--- src/rtl/wdrr_pkg.sv ---
package wdrr_pkg;
  localparam int unsigned WGT_W = 4;
  typedef logic [WGT_W-1:0] wgt_t;

  // A zero weight is served as the smallest non-zero share.
  function automatic wgt_t eff_weight(input wgt_t w);
    return (w == '0) ? wgt_t'(1) : w;
  endfunction

  // Channel index reached by stepping off places past cur, wrapping at n.
  function automatic int wrap_idx(input int cur, input int off, input int n);
    return (cur + off) % n;
  endfunction
endpackage

--- src/rtl/wdrr_credit_cell.sv ---
module wdrr_credit_cell
  import wdrr_pkg::*;
(
  input  logic clk,
  input  logic rst_n,
  input  wgt_t wgt,
  input  logic view_load,
  input  logic commit_load,
  input  logic take,
  output wgt_t credit,
  output logic eff_nz
);
  wgt_t credit_q;
  wgt_t eff;

  // Credit as seen by this slot: refilled value when the level reloads.
  always_comb begin
    eff = view_load ? eff_weight(wgt) : credit_q;
  end

  always_ff @(posedge clk) begin
    if (!rst_n)
      credit_q <= '0;
    else if (take)
      credit_q <= eff - wgt_t'(1);
    else if (commit_load)
      credit_q <= eff;
  end

  assign eff_nz = (eff != '0);
  assign credit = credit_q;
endmodule

--- src/rtl/wdrr_rr_pick.sv ---
module wdrr_rr_pick
  import wdrr_pkg::*;
#(
  parameter int unsigned NCH = 6,
  localparam int unsigned IW = (NCH > 1) ? $clog2(NCH) : 1
) (
  input  logic [NCH-1:0] cand,
  input  logic [IW-1:0]  last,
  output logic [NCH-1:0] pick,
  output logic [IW-1:0]  pick_idx
);
  always_comb begin
    pick     = '0;
    pick_idx = last;
    for (int off = 1; off <= int'(NCH); off++) begin
      int idx;
      idx = wrap_idx(int'(last), off, int'(NCH));
      if (pick == '0 && cand[idx]) begin
        pick[idx] = 1'b1;
        pick_idx  = IW'(idx);
      end
    end
  end
endmodule

--- src/rtl/wdrr_arbiter.sv ---
module wdrr_arbiter
  import wdrr_pkg::*;
#(
  parameter int unsigned NCH = 6
) (
  input  logic                 clk,
  input  logic                 rst_n,
  input  logic [NCH-1:0]       req,
  input  logic [NCH-1:0]       prio,
  input  logic [NCH*WGT_W-1:0] weight,
  input  logic                 done,
  output logic [NCH-1:0]       grant,
  output logic                 grant_valid
);
  localparam int unsigned IW = (NCH > 1) ? $clog2(NCH) : 1;

  logic [NCH-1:0] grant_q;
  logic [IW-1:0]  last_q;

  // Named internal events, used by the bound checker.
  logic           slot_open;
  logic           issue;
  logic           use_hi;
  logic           reload_need;
  logic [NCH-1:0] elig_sel;
  logic [NCH-1:0] lvl_mask;
  logic [NCH-1:0] cred_nz;
  logic [NCH-1:0] eff_nz;
  logic [NCH-1:0] view_load;
  logic [NCH-1:0] cand;
  logic [NCH-1:0] pick;
  logic [IW-1:0]  pick_idx;
  wgt_t           credit [NCH];

  assign slot_open   = (grant_q == '0) || done;
  assign issue       = slot_open && (req != '0);
  assign use_hi      = ((req & prio) != '0);
  assign lvl_mask    = use_hi ? prio : ~prio;
  assign elig_sel    = req & lvl_mask;
  assign reload_need = (elig_sel != '0) && ((elig_sel & cred_nz) == '0);
  assign cand        = elig_sel & eff_nz;

  for (genvar k = 0; k < int'(NCH); k++) begin : g_cell
    assign view_load[k] = reload_need && lvl_mask[k];
    assign cred_nz[k]   = (credit[k] != '0);
    wdrr_credit_cell u_cell (
      .clk         (clk),
      .rst_n       (rst_n),
      .wgt         (weight[k*WGT_W +: WGT_W]),
      .view_load   (view_load[k]),
      .commit_load (view_load[k] && issue),
      .take        (pick[k] && issue),
      .credit      (credit[k]),
      .eff_nz      (eff_nz[k])
    );
  end

  wdrr_rr_pick #(.NCH(NCH)) u_pick (
    .cand     (cand),
    .last     (last_q),
    .pick     (pick),
    .pick_idx (pick_idx)
  );

  always_ff @(posedge clk) begin
    if (!rst_n) begin
      grant_q <= '0;
      last_q  <= IW'(NCH - 1);
    end else if (slot_open) begin
      grant_q <= issue ? pick : '0;
      if (issue)
        last_q <= pick_idx;
    end
  end

  assign grant       = grant_q;
  assign grant_valid = (grant_q != '0);
endmodule

--- config.mk ---
export PLATFORM = sky130hd
export DESIGN_NAME = wdrr_arbiter
export DESIGN_NICKNAME = d
export VERILOG_FILES = /design/src/rtl/wdrr_pkg.sv /design/src/rtl/wdrr_credit_cell.sv /design/src/rtl/wdrr_rr_pick.sv /design/src/rtl/wdrr_arbiter.sv
export SDC_FILE = /design/constraint.sdc
export NUM_CORES = 1
export LEC_CHECK = 0
export ABC_AREA = 1
export BUFFER_PORTS_ARGS = -buffer_cell sky130_fd_sc_hd__clkbuf_2
export CAP_MARGIN = 20
export CORE_MARGIN = 4
export CORE_UTILIZATION = 51
export DETAILED_ROUTE_END_ITERATION = 6
export GPL_TIMING_DRIVEN = 1
export PLACE_DENSITY = 0.75
export SLEW_MARGIN = 5
export SYNTH_ARGS = -nofsm -noshare
export SYNTH_HDL_FRONTEND = slang
export SYNTH_SLANG_ARGS = --single-unit
--- constraint.sdc ---
create_clock -name clk -period 9.3 [get_ports clk]
set_input_delay 1.395 -clock clk [delete_from_list [all_inputs] [get_ports clk]]
set_output_delay 1.395 -clock clk [all_outputs]
set_load 0.005 [all_outputs]
==> summary.md <==
| Metric | Value |
|---|---|
| Outcome | `complete, no violations` |
| Crit path largest cell delay | `0.37 ns` |
| Final wirelength | `12900 microns` |
| Cells on worst reg2reg path | `35` |
| Avg Inst Size Synth | `5.70 sq um` |
| Number of warnings issued by yosys | `0` |
| Number of non-filler instances in the completed layout | `1016` |
| Count of placed standard cells including taps | `1008` |
| CP dominant cell by count | `sky130_fd_sc_hd__nand2_1` |
| Number of post-CTS setup repair buffers | `0` |
| Endpoints failing hold | `0` |
| Crit-path slowest cell | `sky130_fd_sc_hd__nor2_4` |
| Worst min path class | `reg2reg` |
| Area share of the largest cell type after synthesis | `16.3%` |
| Number of diodes | `0` |
| Required time worst endpoint | `9.49 ns` |
| Number of register bits inferred by synthesis | `33` |
| Hold buffer count at cts | `0` |
| Critical Path Source Type | `input pin` |
| Total standard cell area after synthesis | `4830 sq um` |
| Number of filler cells placed in the layout | `938` |
| H-Tree Level Count | `2` |
| Drt via density | `5.20` |
| Via count of the first global-routing pass | `4631` |
| Number of nets at the end of the flow | `953` |
| RD Place Congestion | `0.926` |
| RSZ-0062 raised after global routing | `false` |
| Core Rows | `35` |
| Worst Max-Slew Pin Slew | `1.01 ns` |
| Tcrit/Tclk final | `75.6%` |
| Starting utilization of the core area | `52.3%` |
| DRT antenna net count | `0` |
| Placement-stage cell area | `5150 sq um` |
| Buffers plus inverters on the worst setup path | `5` |
| Number of iterations in the first detailed-routing pass | `5` |
| Largest delay share family, worst path | `simple AND/OR/NAND/NOR gates` |
| Share of layout cells above drive strength 1 | `13.9%` |
| Number of antenna violations at the first check in global routing | `0` |
| First-pass GRT wire length | `21700 microns` |
| Reg clk slew, reported paths | `0.08 ns` |
| Worst-path fanout max | `16` |
| Worst reg2reg path endpoint | `g_cell[2].u_cell.credit[2]` |
| # setup viols final | `0` |
| Main synth FF type | `sky130_fd_sc_hd__dfxtp_1` |
| Total number of vias | `5287` |
| Register area share after synthesis | `13.7%` |
| Cell types occupying the most area after synthesis | `sky130_fd_sc_hd__nand2_1 16%, sky130_fd_sc_hd__dfxtp_1 14%, sky130_fd_sc_hd__inv_1 11%, sky130_fd_sc_hd__nor2_1 9.4%, sky130_fd_sc_hd__nand3_1 9.0%` |
| Utilization after layout | `56.7%` |
| Insertion delay to the later sink of the worst-skew pair | `0.29 ns` |
| Detailed placer's ending HPWL | `10500 microns` |
| Synth Net Count | `914` |
| Total of cells resized after clock tree synthesis | `0` |
| Fraction of registers with async set or reset after synthesis | `0%` |
| Initial DRC Count | `367` |
| Post-synth top area cell | `sky130_fd_sc_hd__nand2_1` |
| Routed wire per std cell | `12.7 microns` |
| Number of standard cells after synthesis | `847` |
| Cell at the root of the clock tree | `sky130_fd_sc_hd__clkbuf_8` |
| Maximum Capacitance Violations | `0` |
| Slew HR | `32.4%` |
| Number of buffers inserted during clock tree synthesis | `5` |
| Commonest cells in the synthesized netlist | `210 x sky130_fd_sc_hd__nand2_1, 143 x sky130_fd_sc_hd__inv_1, 121 x sky130_fd_sc_hd__nor2_1` |
| Leading cell type by number of instances after synthesis | `sky130_fd_sc_hd__nand2_1` |
| Endpoint kind of the worst setup timing path | `flip-flop` |
| End of the worst hold path | `grant[2]` |
| Maximum number of pins on one net before global-route repair | `40` |
| # IOs | `46` |
| Register-to-register setup slack | `2.28 ns` |
| Horiz. Die Dim | `105 microns` |
| Port Buffers | `45` |
| Setup Skew | `0.00530 ns` |
| Achievable clock frequency | `142 MHz` |
| Post-layout min period | `7.03 ns` |
| TritonCTS Sinks | `33` |
| Setup CP Type | `in2reg` |
| Min-delay src | `grant[2]` |
| Remaining design rule violation count | `0` |
| Maximum clock path buffer count | `2` |
| Final max-slew violation count | `0` |
| Clock tree from TritonCTS | `yes` |
| Hold-critical path depth | `2` |
| Area of all placed cells without fillers | `5240 sq um` |
| Setup TNS | `0 ns` |
| Die outline area | `11100 sq um` |
| Core Box Area | `9240 sq um` |
| Layout-stage area growth over the synthesis result | `8.47%` |
| Leftover overflow at the end of global routing | `0` |
| Reg-to-Reg Start | `last_q[0]` |
| Vertical die dimension | `105 microns` |
| Number of enable-type register cells in the synthesized netlist | `0` |
| Overall track demand over capacity in global routing | `23.4%` |
| Cell variety after synth | `46` |
| Arrival time worst endpoint | `7.22 ns` |
==> state kept, by name, indices dropped and copies added (netlist names) <==
signal,flops
g_cell.u_cell.credit,24
last_q,3
grant,6
==> cell usage in the layout, fill, tap and decap left out, types with 3 or more instances in the layout <==
cell and count:
sky130_fd_sc_hd__a31oi_1 4, sky130_fd_sc_hd__nand3_1 87, sky130_fd_sc_hd__o21ai_4 3, sky130_fd_sc_hd__a21oi_2 3, sky130_fd_sc_hd__xnor2_1 5, sky130_fd_sc_hd__nand2_2 16
sky130_fd_sc_hd__ha_1 28, sky130_fd_sc_hd__dfxtp_1 33, sky130_fd_sc_hd__nand3_2 18, sky130_fd_sc_hd__clkinvlp_4 3, sky130_fd_sc_hd__nand2_1 210, sky130_fd_sc_hd__o211ai_1 3
sky130_fd_sc_hd__nand4_1 19, sky130_fd_sc_hd__clkbuf_2 45, sky130_fd_sc_hd__o21ai_2 5, sky130_fd_sc_hd__xor2_1 10, sky130_fd_sc_hd__clkinv_1 5, sky130_fd_sc_hd__inv_2 4
sky130_fd_sc_hd__clkbuf_8 5, sky130_fd_sc_hd__o21ai_0 42, sky130_fd_sc_hd__nand3b_1 5, sky130_fd_sc_hd__nor2_1 120, sky130_fd_sc_hd__o21ai_1 8, sky130_fd_sc_hd__inv_1 143
sky130_fd_sc_hd__nand2_4 6, sky130_fd_sc_hd__nor3_1 9, sky130_fd_sc_hd__nor2_4 12, sky130_fd_sc_hd__a21oi_1 17
==> worst max-delay path by stage <==
stage,startpoint,endpoint,slack (ns),depth (start not counted)
finish,req[0],g_cell[2].u_cell.credit[2],2.27,44
global route,last_q[0],g_cell[2].u_cell.credit[2],1.53,35
CTS,prio[1],g_cell[2].u_cell.credit[2],2.32,44
detailed placement,prio[1],g_cell[2].u_cell.credit[2],2.04,44
global placement,req[0],g_cell[2].u_cell.credit[2],2.12,44
floorplan,req[0],g_cell[2].u_cell.credit[2],3.29,43
==> layer usage <==
metal  share of wire (%)  track usage, %
met1                  46            32.4
met2                  44            37.5
met3                 6.9            2.82
met4                 2.7            8.06
met5                   0               0
==> worst reg2reg max path: cells and delay by family (launching register included) <==
family | cells | cell delay (ns)
flops | 1 | 0.87
simple gates | 21 | 2.51
fa+ha+maj | 2 | 0.76
xor+xnor | 2 | 0.53
buf+inv | 5 | 1.12
compound gates | 5 | 1.12
==> stage by stage <==
stage / worst slack, ns / hold slack, ns
finish: 2.27 / 0.505
global route: 1.53 / 0.512
CTS: 2.32 / 0.503
detailed placement: 2.04 / 0.485
global placement: 2.12 / 0.491
floorplan: 3.29 / 0.464
==> final cells by class <==
cell class | instances | area (sq um) | area share (%)
tap | 129 | 161 | 3.08
clock inverter | 3 | 22.5 | 0.430
timing repair buffer | 45 | 225 | 4.30
inverter | 152 | 571 | 10.9
multi-input combinational | 649 | 3530 | 67.4
clock buffer | 5 | 68.8 | 1.31
sequential | 33 | 661 | 12.6
==> cells by family (layout without fill, tap and decap cells) <==
group | Yosys count | in the layout | synth area share (%)
AND/OR/NAND/NOR | 507 | 507 | 49.8
buffers and inverters | 165 | 205 | 13.4
AO/OA/AOI/OAI | 98 | 98 | 13.0
flip-flops | 33 | 33 | 13.7
adder cells (fa/ha/maj) | 28 | 28 | 7.26
XOR/XNOR | 15 | 15 | 2.72
multiplexers | 1 | 1 | 0.207
Power is left out: the tool's default activity adds up to more than one toggle a clock period on the data nets, which glitch-free logic cannot reach.
